$ cat src/rtl/sload_pkg.sv
package sload_pkg;

  localparam int NUM_RATES = 4;
  localparam int RATE_W    = $clog2(NUM_RATES);
  localparam int CMD_W     = 4;

  // bit period of each rate as a multiple of the fastest one
  function automatic int rate_mult(input int idx);
    case (idx)
      0:       return 1;   // 9600
      1:       return 4;   // 2400
      2:       return 8;   // 1200
      default: return 32;  // 300
    endcase
  endfunction

  typedef struct packed {
    logic             hit;
    logic [CMD_W-1:0] code;
  } cmd_dec_t;

  function automatic cmd_dec_t decode_cmd(input logic [7:0] ch);
    cmd_dec_t d;
    d.hit  = 1'b1;
    d.code = '0;
    case (ch)
      8'h43:   d.code = 4'd0;   // C
      8'h44:   d.code = 4'd1;   // D
      8'h46:   d.code = 4'd2;   // F
      8'h47:   d.code = 4'd3;   // G
      8'h4B:   d.code = 4'd4;   // K
      8'h4C:   d.code = 4'd5;   // L
      8'h50:   d.code = 4'd6;   // P
      8'h52:   d.code = 4'd7;   // R
      8'h54:   d.code = 4'd8;   // T
      8'h55:   d.code = 4'd9;   // U
      8'h56:   d.code = 4'd10;  // V
      8'h57:   d.code = 4'd11;  // W
      8'h5A:   d.code = 4'd12;  // Z
      default: d.hit  = 1'b0;
    endcase
    return d;
  endfunction

endpackage

$ cat src/rtl/sload_sync.sv
module sload_sync #(
  parameter int             W      = 1,
  parameter int             STAGES = 2,
  parameter logic [W-1:0]   INIT   = '0
) (
  input  logic         clk,
  input  logic         rst,
  input  logic [W-1:0] d,
  output logic [W-1:0] q
);

  logic [W-1:0] st [STAGES];

  always_ff @(posedge clk) begin
    if (rst) begin
      for (int i = 0; i < STAGES; i++) st[i] <= INIT;
    end else begin
      st[0] <= d;
      for (int i = 1; i < STAGES; i++) st[i] <= st[i-1];
    end
  end

  assign q = st[STAGES-1];

endmodule

$ cat src/rtl/sload_entry.sv
module sload_entry (
  input  logic       clk,
  input  logic       rst,
  input  logic       rst_pin_s,
  input  logic       strobe_n_s,
  input  logic [1:0] sel_s,
  output logic       load_mode,
  output logic       active_nxt
);

  // next value of the mode flag; also the clear for the downstream logic
  always_comb begin
    active_nxt = load_mode;
    if (!strobe_n_s && sel_s == 2'b11) active_nxt = 1'b1;
    if (!rst_pin_s || rst)             active_nxt = 1'b0;
  end

  always_ff @(posedge clk) begin
    if (rst) load_mode <= 1'b0;
    else     load_mode <= active_nxt;
  end

  AST_EXIT_ON_PIN_LOW: assert property (@(posedge clk) disable iff (rst)
    !rst_pin_s |=> !load_mode) else $error("mode kept with reset pin low");

endmodule

$ cat src/rtl/sload_rate_det.sv
module sload_rate_det
  import sload_pkg::*;
#(
  parameter int BASE_CYCLES = 16,
  parameter int TOL_PCT     = 12
) (
  input  logic              clk,
  input  logic              rst,
  input  logic              active,
  input  logic              rxd_s,
  output logic              locked,
  output logic [RATE_W-1:0] rate_idx
);

  localparam int SPAN_MAX = 3 * BASE_CYCLES * rate_mult(NUM_RATES-1);
  localparam int HI_MAX   = SPAN_MAX + SPAN_MAX * TOL_PCT / 100;
  localparam int CW       = $clog2(HI_MAX + 2);
  localparam logic [6:0] TAIL_OK = 7'b1000011; // stop,b7..b2 of 0x0D

  typedef enum logic [2:0] {D_HUNT, D_LOW0, D_HIGH, D_LOW1, D_CHECK, D_DONE} dstate_t;

  dstate_t           st;
  logic [CW-1:0]     cnt;
  logic              rx_prev;
  logic [RATE_W-1:0] cand;
  logic [6:0]        sh;
  logic [2:0]        nbit;
  logic [NUM_RATES-1:0] hit;
  logic [RATE_W-1:0] hit_idx;
  logic [CW-1:0]     per_tab [NUM_RATES];
  logic [CW-1:0]     meas;
  logic [6:0]        sh_nxt;
  logic              fall, rise;

  assign fall   = rx_prev & ~rxd_s;
  assign rise   = ~rx_prev & rxd_s;
  assign meas   = cnt + CW'(1);
  assign sh_nxt = {rxd_s, sh[6:1]};

  for (genvar g = 0; g < NUM_RATES; g++) begin : g_rate
    localparam int PER  = BASE_CYCLES * rate_mult(g);
    localparam int SPAN = 3 * PER;
    localparam int LO   = SPAN - SPAN * TOL_PCT / 100;
    localparam int HI   = SPAN + SPAN * TOL_PCT / 100;
    assign per_tab[g] = CW'(PER);
    assign hit[g]     = (meas >= CW'(LO)) && (meas <= CW'(HI));
  end

  always_comb begin
    hit_idx = '0;
    for (int i = 0; i < NUM_RATES; i++) if (hit[i]) hit_idx = RATE_W'(i);
  end

  always_ff @(posedge clk) begin
    if (rst || !active) begin
      st <= D_HUNT; cnt <= '0; rx_prev <= 1'b1; cand <= '0;
      sh <= '0; nbit <= '0; locked <= 1'b0; rate_idx <= '0;
    end else begin
      rx_prev <= rxd_s;
      case (st)
        D_HUNT: if (fall) begin st <= D_LOW0; cnt <= '0; end
        D_LOW0, D_HIGH, D_LOW1: begin
          if (cnt == CW'(HI_MAX)) st <= D_HUNT;   // no edge in time
          else begin
            cnt <= cnt + CW'(1);
            if (st == D_LOW0 && rise) st <= D_HIGH;
            if (st == D_HIGH && fall) st <= D_LOW1;
            if (st == D_LOW1 && rise) begin
              if (|hit) begin
                cand <= hit_idx;
                cnt  <= (per_tab[hit_idx] >> 1) - CW'(1);
                nbit <= '0;
                st   <= D_CHECK;
              end else st <= D_HUNT;
            end
          end
        end
        D_CHECK: begin
          if (cnt != '0) cnt <= cnt - CW'(1);
          else begin
            sh  <= sh_nxt;
            cnt <= per_tab[cand] - CW'(1);
            if (nbit == 3'd6) begin
              if (sh_nxt == TAIL_OK) begin
                locked <= 1'b1; rate_idx <= cand; st <= D_DONE;
              end else st <= D_HUNT;
            end else nbit <= nbit + 3'd1;
          end
        end
        default: st <= D_DONE;
      endcase
    end
  end

  AST_LOCK_AFTER_STOP: assert property (@(posedge clk) disable iff (rst)
    $rose(locked) |-> $past(rxd_s)) else $error("lock without high stop bit");
  AST_IDX_STABLE: assert property (@(posedge clk) disable iff (rst)
    locked && $past(locked) |-> $stable(rate_idx)) else $error("rate moved while locked");

endmodule

$ cat src/rtl/sload_cmd_rx.sv
module sload_cmd_rx
  import sload_pkg::*;
#(
  parameter int BASE_CYCLES = 16
) (
  input  logic              clk,
  input  logic              rst,
  input  logic              active,
  input  logic              locked,
  input  logic              rxd_s,
  input  logic [RATE_W-1:0] rate_idx,
  output logic              cmd_valid,
  output logic [CMD_W-1:0]  cmd_code
);

  localparam int PER_MAX = BASE_CYCLES * rate_mult(NUM_RATES-1);
  localparam int TW      = $clog2(PER_MAX + 1);

  typedef enum logic [1:0] {C_IDLE, C_START, C_DATA, C_STOP} cstate_t;

  cstate_t       st;
  logic [TW-1:0] tmr;
  logic [2:0]    nbit;
  logic [7:0]    sh;
  logic          rx_prev;
  logic [TW-1:0] per_tab [NUM_RATES];
  logic [TW-1:0] per;
  cmd_dec_t      dec;

  for (genvar g = 0; g < NUM_RATES; g++) begin : g_per
    assign per_tab[g] = TW'(BASE_CYCLES * rate_mult(g));
  end

  assign per = per_tab[rate_idx];
  assign dec = decode_cmd(sh);

  always_ff @(posedge clk) begin
    if (rst || !active || !locked) begin
      st <= C_IDLE; tmr <= '0; nbit <= '0; sh <= '0; rx_prev <= 1'b1;
      cmd_valid <= 1'b0; cmd_code <= '0;
    end else begin
      rx_prev   <= rxd_s;
      cmd_valid <= 1'b0;
      case (st)
        C_IDLE: if (rx_prev && !rxd_s) begin
          tmr <= (per >> 1) - TW'(1); st <= C_START;
        end
        C_START: begin
          if (tmr != '0) tmr <= tmr - TW'(1);
          else if (rxd_s) st <= C_IDLE;            // glitch, not a start bit
          else begin tmr <= per - TW'(1); nbit <= '0; st <= C_DATA; end
        end
        C_DATA: begin
          if (tmr != '0) tmr <= tmr - TW'(1);
          else begin
            sh  <= {rxd_s, sh[7:1]};
            tmr <= per - TW'(1);
            if (nbit == 3'd7) st <= C_STOP;
            else nbit <= nbit + 3'd1;
          end
        end
        default: begin
          if (tmr != '0) tmr <= tmr - TW'(1);
          else begin
            st <= C_IDLE;
            if (rxd_s && dec.hit) begin
              cmd_valid <= 1'b1;
              cmd_code  <= dec.code;
            end
          end
        end
      endcase
    end
  end

  AST_CMD_PULSE: assert property (@(posedge clk) disable iff (rst)
    cmd_valid |=> !cmd_valid) else $error("strobe longer than one cycle");
  AST_CMD_RANGE: assert property (@(posedge clk) disable iff (rst)
    cmd_valid |-> cmd_code <= CMD_W'(12)) else $error("code out of range");
  AST_CMD_NEEDS_LOCK: assert property (@(posedge clk) disable iff (rst)
    cmd_valid |-> locked) else $error("strobe without lock");
  AST_CMD_STOP_HIGH: assert property (@(posedge clk) disable iff (rst)
    cmd_valid |-> $past(rxd_s)) else $error("strobe after low stop bit");

endmodule

$ cat src/rtl/sload_front.sv
module sload_front
  import sload_pkg::*;
#(
  parameter int BASE_CYCLES = 16,
  parameter int TOL_PCT     = 12,
  parameter int SYNC_STAGES = 2
) (
  input  logic              clk,
  input  logic              rst,
  input  logic              pin_reset,
  input  logic              pin_strobe_n,
  input  logic [1:0]        pin_sel,
  input  logic              rxd,
  output logic              load_mode,
  output logic [RATE_W-1:0] rate_idx,
  output logic              rate_locked,
  output logic              cmd_valid,
  output logic [CMD_W-1:0]  cmd_code
);

  logic [4:0] raw, syn;
  logic       active_nxt;

  assign raw = {pin_reset, pin_strobe_n, pin_sel, rxd};

  sload_sync #(.W(5), .STAGES(SYNC_STAGES), .INIT(5'b01001)) u_sync (
    .clk(clk), .rst(rst), .d(raw), .q(syn)
  );

  sload_entry u_entry (
    .clk(clk), .rst(rst),
    .rst_pin_s(syn[4]), .strobe_n_s(syn[3]), .sel_s(syn[2:1]),
    .load_mode(load_mode), .active_nxt(active_nxt)
  );

  sload_rate_det #(.BASE_CYCLES(BASE_CYCLES), .TOL_PCT(TOL_PCT)) u_det (
    .clk(clk), .rst(rst), .active(active_nxt), .rxd_s(syn[0]),
    .locked(rate_locked), .rate_idx(rate_idx)
  );

  sload_cmd_rx #(.BASE_CYCLES(BASE_CYCLES)) u_cmd (
    .clk(clk), .rst(rst), .active(active_nxt), .locked(rate_locked),
    .rxd_s(syn[0]), .rate_idx(rate_idx),
    .cmd_valid(cmd_valid), .cmd_code(cmd_code)
  );

  AST_ENTRY_PINS: assert property (@(posedge clk) disable iff (rst)
    $rose(load_mode) |-> $past(pin_reset, 3) && !$past(pin_strobe_n, 3) && ($past(pin_sel, 3) == 2'b11))
    else $error("mode entered without entry pins");
  AST_LOCK_IN_MODE: assert property (@(posedge clk) disable iff (rst)
    rate_locked |-> load_mode) else $error("lock outside loading mode");

endmodule

$ cat config.mk
export PLATFORM = sky130hd
export DESIGN_NAME = sload_front
export DESIGN_NICKNAME = d
export VERILOG_FILES = /design/src/rtl/sload_pkg.sv /design/src/rtl/sload_sync.sv /design/src/rtl/sload_entry.sv /design/src/rtl/sload_rate_det.sv /design/src/rtl/sload_cmd_rx.sv /design/src/rtl/sload_front.sv
export SDC_FILE = /design/constraint.sdc
export NUM_CORES = 1
export LEC_CHECK = 0
export CORE_MARGIN = 2
export CORE_UTILIZATION = 55
export DETAILED_ROUTE_END_ITERATION = 10
export DONT_BUFFER_PORTS = 1
export PLACE_DENSITY = 0.77
export SETUP_SLACK_MARGIN = 0.3
export SLEW_MARGIN = 20
export SYNTH_ARGS = -nofsm -noshare
export SYNTH_HDL_FRONTEND = slang
export SYNTH_HIERARCHICAL = 1
export SYNTH_SLANG_ARGS = --single-unit
$ cat constraint.sdc
create_clock -name clk -period 2.7 [get_ports clk]
set_input_delay 0 -clock clk [delete_from_list [all_inputs] [get_ports clk]]
set_output_delay 0 -clock clk [all_outputs]
set_load 0.05 [all_outputs]
### Yosys cells after proc, flatten, opt, wreduce, memory -nomap -nowiden

Memory sizes are Yosys's and may differ from the RTL's.
Cells that the tools add are included.
W data, S select, Z words.

* flip-flop bits (word level): 60
* latch bits: 0
* memory bits (writable): 10
* bits in read-only memories: 0
* bits of input ports: 7
* output and inout bits: 9
* memories kept: 1

* add/sub/neg operators: 9
* $mul: 0
* divide/modulo/power cells: 0
* magnitude comparators: 11
* equality and inequality tests: 40
* shift-type cells: 0
* mux-type cells: 62
* bitwise gates (word level): 13
* reductions and logical operators: 42

Memories
* u_sync.st: depth 2, width 5, rd ports 2, clocked after memory_dff 0, write ports 2, line sload_sync.sv:12 `logic [W-1:0] st [STAGES];`

Operators with widths (count)
* $eq A8 B7 Y1 const B: 13
* $mux W11: 9
* $mux W10: 7
* $mux W3: 18
* $pmux W4 S12: 1
* $bmux W11 S2: 2
* $pmux W11 S3: 1
* $pmux W10 S3: 1
* $sub A11 B1 Y11 const B: 2
* $bmux W10 S2: 1
* $sub A10 B1 Y10 const B: 2
* $mux W2: 8
* $ne A2 B2 Y1 const B: 8
* $reduce_or A13 Y1: 1
* $ne A2 B1 Y1 const B: 6
* $pmux W3 S2: 2
* $reduce_and A4 Y1: 3
* $add A11 B1 Y11 const B: 1
* $eq A11 B11 Y1 const B: 1
* $ge A11 B11 Y1 const B: 1
* $ge A11 B6 Y1 const B: 1
* $ge A11 B8 Y1 const B: 1
* $ge A11 B9 Y1 const B: 1
* $le A11 B11 Y1 const B: 1
* 40 further kinds: 85

### Depth between registers and ports, before layout

* word-level depth: 15
* mapped depth: 13

### Modules after synthesis

The synthesis kept the hierarchy.

By module, submodules not included
* sload_rate_det: times used 1, cells each 375, area an instance 2717.6 µm²
* sload_cmd_rx: times used 1, cells each 231, area an instance 1835.5 µm²
* sload_sync: times used 1, cells each 25, area an instance 300.3 µm²
* sload_entry: times used 1, cells each 6, area an instance 60.1 µm²

### Least setup slack after synthesis

No wires, ideal clock.

* path kind: register to register
* start: reg u_det.cnt[0]
* end: reg u_det.cnt[1]
* setup time: 0.116 ns
* arrival time: 2.891 ns
* setup slack: -0.307 ns
* cell stages (with the launch flop): 14
* path buffers: 3
* path through: dfxtp_1 -> buf_6 -> inv_1 -> ha_1 -> clkbuf_1 -> a21oi_1 -> or4_1 -> a211oi_1 -> o21ai_0 -> a31o_1 -> o21ai_4 -> buf_6 -> o2111ai_1 -> o211a_1

* word-level cells in the longest chain between the ends: 15
* elaborated cells between the ends (all ways): 32
* those cells by class: add/sub: 3; order compare: 8; eq/ne: 2; mux: 11; bitwise: 1; reduce/logical: 7

Ends and longest elaborated chain
* from (decl): line sload_rate_det.sv:23 `logic [CW-1:0] cnt;`
* from (signal assigned): line sload_rate_det.sv:65 `cnt <= cnt + CW'(1);`
* from (signal assigned): line sload_rate_det.sv:71 `cnt <= (per_tab[hit_idx] >> 1) - CW'(1);`
* from (signal assigned): line sload_rate_det.sv:79 `if (cnt != '0) cnt <= cnt - CW'(1);`
* $add A11 B1 Y11: line sload_rate_det.sv:37, sload_rate_det.sv:65
* $ge A11 B8 Y1 or $le A11 B8 Y1 (tied branches): line sload_rate_det.sv:46 `assign hit[g] = (meas >= CW'(LO)) && (meas <= CW'(HI));`
* $logic_and A1 B1 Y1: line sload_rate_det.sv:46
* $mux W1: line sload_rate_det.sv:51 `for (int i = 0; i < NUM_RATES; i++) if (hit[i]) hit_idx = RATE_W'(i);`
* $mux W2 (2 in a row): line sload_rate_det.sv:51
* $not A2 Y3 (implied by the code): line sload_rate_det.sv:71
* $bmux W11 S2: line sload_rate_det.sv:71
* $mux W11 (implied by the code) (2 in a row): line sload_rate_det.sv:71
* $sub A10 B1 Y11: line sload_rate_det.sv:71
* $mux W11: line sload_rate_det.sv:69 `if (|hit) begin`
* $mux W11: line sload_rate_det.sv:68 `if (st == D_LOW1 && rise) begin`
* $mux W11: line sload_rate_det.sv:63 `if (cnt == CW'(HI_MAX)) st <= D_HUNT;`
* $pmux W11 S3: line sload_rate_det.sv:60 `case (st)`

Parallel ways exist; a longest one is shown, timed or not. The select of a mux whose other input is x is not followed.
A chain may end at the register's enable or synchronous reset.

### Worst setup path in the final report

* start: reg u_det.cnt[0]
* end: reg u_det.cand[0]

* word-level cells in the longest chain between the ends: 6
* elaborated cells between the ends (all ways): 20
* those cells by class: add/sub: 1; order compare: 8; eq/ne: 1; mux: 3; bitwise: 1; reduce/logical: 6

Ends and longest elaborated chain
* $add A11 B1 Y11: line sload_rate_det.sv:37 `assign meas = cnt + CW'(1);`
* $ge A11 B8 Y1 or $le A11 B8 Y1 (tied branches): line sload_rate_det.sv:46
* $logic_and A1 B1 Y1: line sload_rate_det.sv:46
* $mux W1: line sload_rate_det.sv:51
* $mux W2 (2 in a row): line sload_rate_det.sv:51
* to (signal assigned): line sload_rate_det.sv:70 `cand <= hit_idx;`
* to (decl): line sload_rate_det.sv:25 `logic [RATE_W-1:0] cand;`

Parallel ways exist; a longest one is shown, timed or not.

==> impl_metrics.json <==
{
  "status": "complete, but fails checks",
  "violations": "negative setup slack",
  "core_um2": 8678,
  "yosys_warnings": 6,
  "timing.rr.start": "u_det/cnt[0]",
  "synth_edf_count": 0,
  "required_ns": 2.96,
  "async_flop_share_pct": 0,
  "cts_tree": "built",
  "dp_hpwl_mm": 9.736,
  "path_cells": "ha_4, nand3_4, o21a_1, or2_1, or3_1, a2111o_1, nand2_4, o21ai_4, or4b_1, o211a_1",
  "synthesis.area_um2": 4913,
  "synth_top_area_share_pct": 28.11,
  "io-pin-count": 16,
  "whs_ns": 0.1307,
  "hold_start": "rst",
  "maxCapViolations": 0,
  "finalCriticalPeriod_ns": 2.808,
  "seq_power_share_pct": 53.3,
  "max_freq_ghz": 0.3561,
  "drtPass1Iterations": 5,
  "worst_pin_slew_ns": 0.9248,
  "portBuffers": 0,
  "grt_usage_pct": 28.84,
  "fp.dieW_um": 98.52,
  "hold_depth": 3,
  "leakage_nw": 2.241,
  "clk_path_buf_depth": 2,
  "p_int_mw": 1.470,
  "yosysUniqueCellTypes": 89,
  "dieHeight_um": 98.52,
  "synth_top_cell_by_area": "dfxtp_1",
  "worstSkewPairLatency_ns": 0.35,
  "dpl_worst_slack_ns": -0.2292,
  "num_rows": 34,
  "power.share.combinational_pct": 2.0,
  "switching_share_pct": 23.54,
  "wl_per_cell_um": 17.26,
  "clk_pin_slew_ns": 0.08,
  "finalPower_mw": 1.922,
  "insertedDiodeCount": 0,
  "start_kind": "register",
  "netSwitchingPower_uw": 452.5,
  "grt_overflow": 0,
  "p_per_area_nw_per_um2": 318.0,
  "ys_ff_latch": 69,
  "cts.sinks": 69,
  "htree_levels": 3,
  "ctsRootBufferMaster": "clkbuf_8",
  "hold_class": "input pin to register",
  "fillers": 688,
  "gp_congestion": 0.9705,
  "ir_drop_uv": 516.0,
  "crit_start": "u_det/cnt[0]",
  "initial_core_util_pct": 56.62,
  "rsz0062_at_grt": "true",
  "holdPathEnd": "u_cmd/rx_prev",
  "arrival_ns": 3.06,
  "syn_to_final_growth_pct": 23.05,
  "drtIter0Drc": 494,
  "r2r_end": "u_det/cand[0]",
  "setup_ws_ns": -0.1083,
  "setup_viol": 7,
  "cp_max_fo": 9,
  "drive_above_1_share_pct": 26.38,
  "relSlewSlack_pct": 38.35,
  "synth_flop_cell": "dfxtp_1",
  "final_nets": 725,
  "stdcell_count": 817,
  "ant_nets": 0,
  "grt_pass1_vias": 5015,
  "grt_pass1_wl_mm": 23.11,
  "yosysSeqAreaShare_pct": 28.11,
  "finalSetupTns_ns": -0.3206,
  "synth_area_leaders": "dfxtp_1 28%, a21oi_1 6.2%, nand2_1 4.6%",
  "path_class": "register to register",
  "rrSetupSlack_ns": -0.11,
  "pwr-share-clk_pct": 44.7,
  "finalWirelength_mm": 14.10,
  "end_kind": "register",
  "use_met1_pct": 36.61,
  "grtUsageMet2_pct": 49.35,
  "report.final.slew_viol_count": 0,
  "grt_start_max_net_pins": 19,
  "syn-num-nets": 658,
  "fin_skew_ns": 0.008604,
  "crit_slowest_cell": "or4b_1",
  "grtUsageMet3_pct": 4.113,
  "antenna_found_initial": 0,
  "drc_errors": 0,
  "busiest_layer": "met2",
  "synth_cells": 637,
  "critPathMaxStageDelay_ns": 0.50,
  "dr_total_vias": 5154,
  "post-place-cells": 783,
  "hold_viol_final": 0,
  "cts_buffers": 9,
  "post-route-period-util_pct": 104.0,
  "syn_area_per_cell_um2": 7.713,
  "reg2regPathDepth": 10,
  "vias_per_cell": 6.308,
  "dieArea_um2": 9705
}
==> power groups by stage <==
stage	clock, mW	sequential (mW)	combinational [mW]
4_1_cts	0.862	1.03	0.0363
2_1_floorplan	0	1.05	0.0257
5_1_grt	0.912	1.03	0.0417
3_3_place_gp	0	1.05	0.0266
3_5_place_dp	0	1.05	0.0276
6_report	0.859	1.02	0.0386
==> flip-flops by register name, indices dropped and copies added (netlist names), 3 cells and up <==
| register | count |
|---|---|
| u_det/cnt | 11 |
| u_cmd/tmr | 10 |
| u_sync/st | 10 |
| u_cmd/sh | 8 |
| u_det/sh | 6 |
| u_cmd/cmd_code | 4 |
| u_cmd/nbit | 3 |
| u_det/nbit | 3 |
| u_det/st | 3 |
==> cells by family (layout without fill, tap and decap cells) <==
family                     count (synthesis)  after routing  share of synthesized area [%]
AOI/OAI and AO/OA                        184            184                          25.03
muxes                                     17             17                          3.489
buffers and inverters                     73            145                          7.410
DFF                                       69             69                          28.11
and+or+nand+nor                          272            272                          30.97
xor gates and xnor gates                   8              8                          1.426
adders and majority gates                 14             14                          3.565
==> cell usage after synthesis (all sizes together), types with 12 or more instances <==
library cell / count
a21oi: 61
buf: 24
clkbuf: 32
dfxtp: 69
ha: 14
inv: 17
mux2i: 16
nand2: 62
nand2b: 12
nand3: 27
nor2: 52
nor2b: 13
nor3: 24
o21ai: 38
==> final cells by class <==
cell class | instances | area, um2 | share of cell area (%)
Tap cell | 108 | 135.1 | 2.235
Timing Repair Buffer | 112 | 900.9 | 14.90
Clock inverter | 7 | 73.82 | 1.221
Inverter | 17 | 67.56 | 1.118
Sequential cell | 69 | 1394 | 23.05
Clock buffer | 9 | 123.9 | 2.049
Multi-Input combinational cell | 495 | 3351 | 55.42
==> critical path: cells and delay by family, from the launching register on <==
| kind | cells | cell delay, ns |
|---|---|---|
| flip-flops | 1 | 0.39 |
| adder cells (fa/ha/maj) | 1 | 0.21 |
| AO/OA/AOI/OAI | 4 | 0.80 |
| AND/OR/NAND/NOR | 5 | 1.32 |
==> metrics by stage <==
step | util [%] | instance area (um2)
6_report | 69.67 | 6046
5_1_grt | 69.67 | 6046
4_1_cts | 68.14 | 5913
3_5_place_dp | 63.22 | 5487
3_3_place_gp | 63.22 | 5487
2_1_floorplan | - | 4956
==> placed cells by master (no fill, tap or decap), types with 7 or more instances in the layout <==
master | netlist | final
buf_4 | 7 | 94
nor3_1 | 23 | 22
a31oi_1 | 11 | 10
nor4_1 | 10 | 9
nor2_1 | 49 | 49
o21ai_0 | 36 | 34
buf_6 | 7 | 12
nor3b_1 | 7 | 7
clkbuf_8 | 0 | 9
ha_1 | 14 | 10
or3_1 | 7 | 7
a21oi_1 | 61 | 52
nand2b_1 | 12 | 12
mux2i_1 | 16 | 16
inv_1 | 17 | 15
o21a_1 | 7 | 7
dfxtp_1 | 69 | 63
nand3_1 | 26 | 26
nand2_1 | 60 | 59
a21oi_2 | 0 | 9
nor2b_1 | 13 | 13
==> how the worst max path moves through the flow <==
stage / slack, ns / depth (start not counted) / endpoint
floorplan: -0.02 / 13 / u_det/cnt[1]
global placement: -0.14 / 9 / u_det/cand[0]
detailed placement: -0.23 / 11 / u_det/cand[0]
CTS: -0.08 / 10 / u_det/cand[0]
global route: -0.19 / 11 / u_det/cand[0]
finish: -0.11 / 10 / u_det/cand[0]
==> timing repair <==
item	in CTS	in global routing
endpoints found under the setup margin	30	34
resized for setup	27	25
setup buffers	6	6
hold buffers	6	0
endpoints found under the hold margin	15	0
pin swaps	10	5
==> metal layers <==
metal / vias up / wire, um
met5: - / 0
met4: 0 / 367
met3: 42 / 889
met2: 211 / 6867
met1: 2432 / 5979
li1: 2469 / -
No activity file was read; power rests on OpenSTA's default activity.
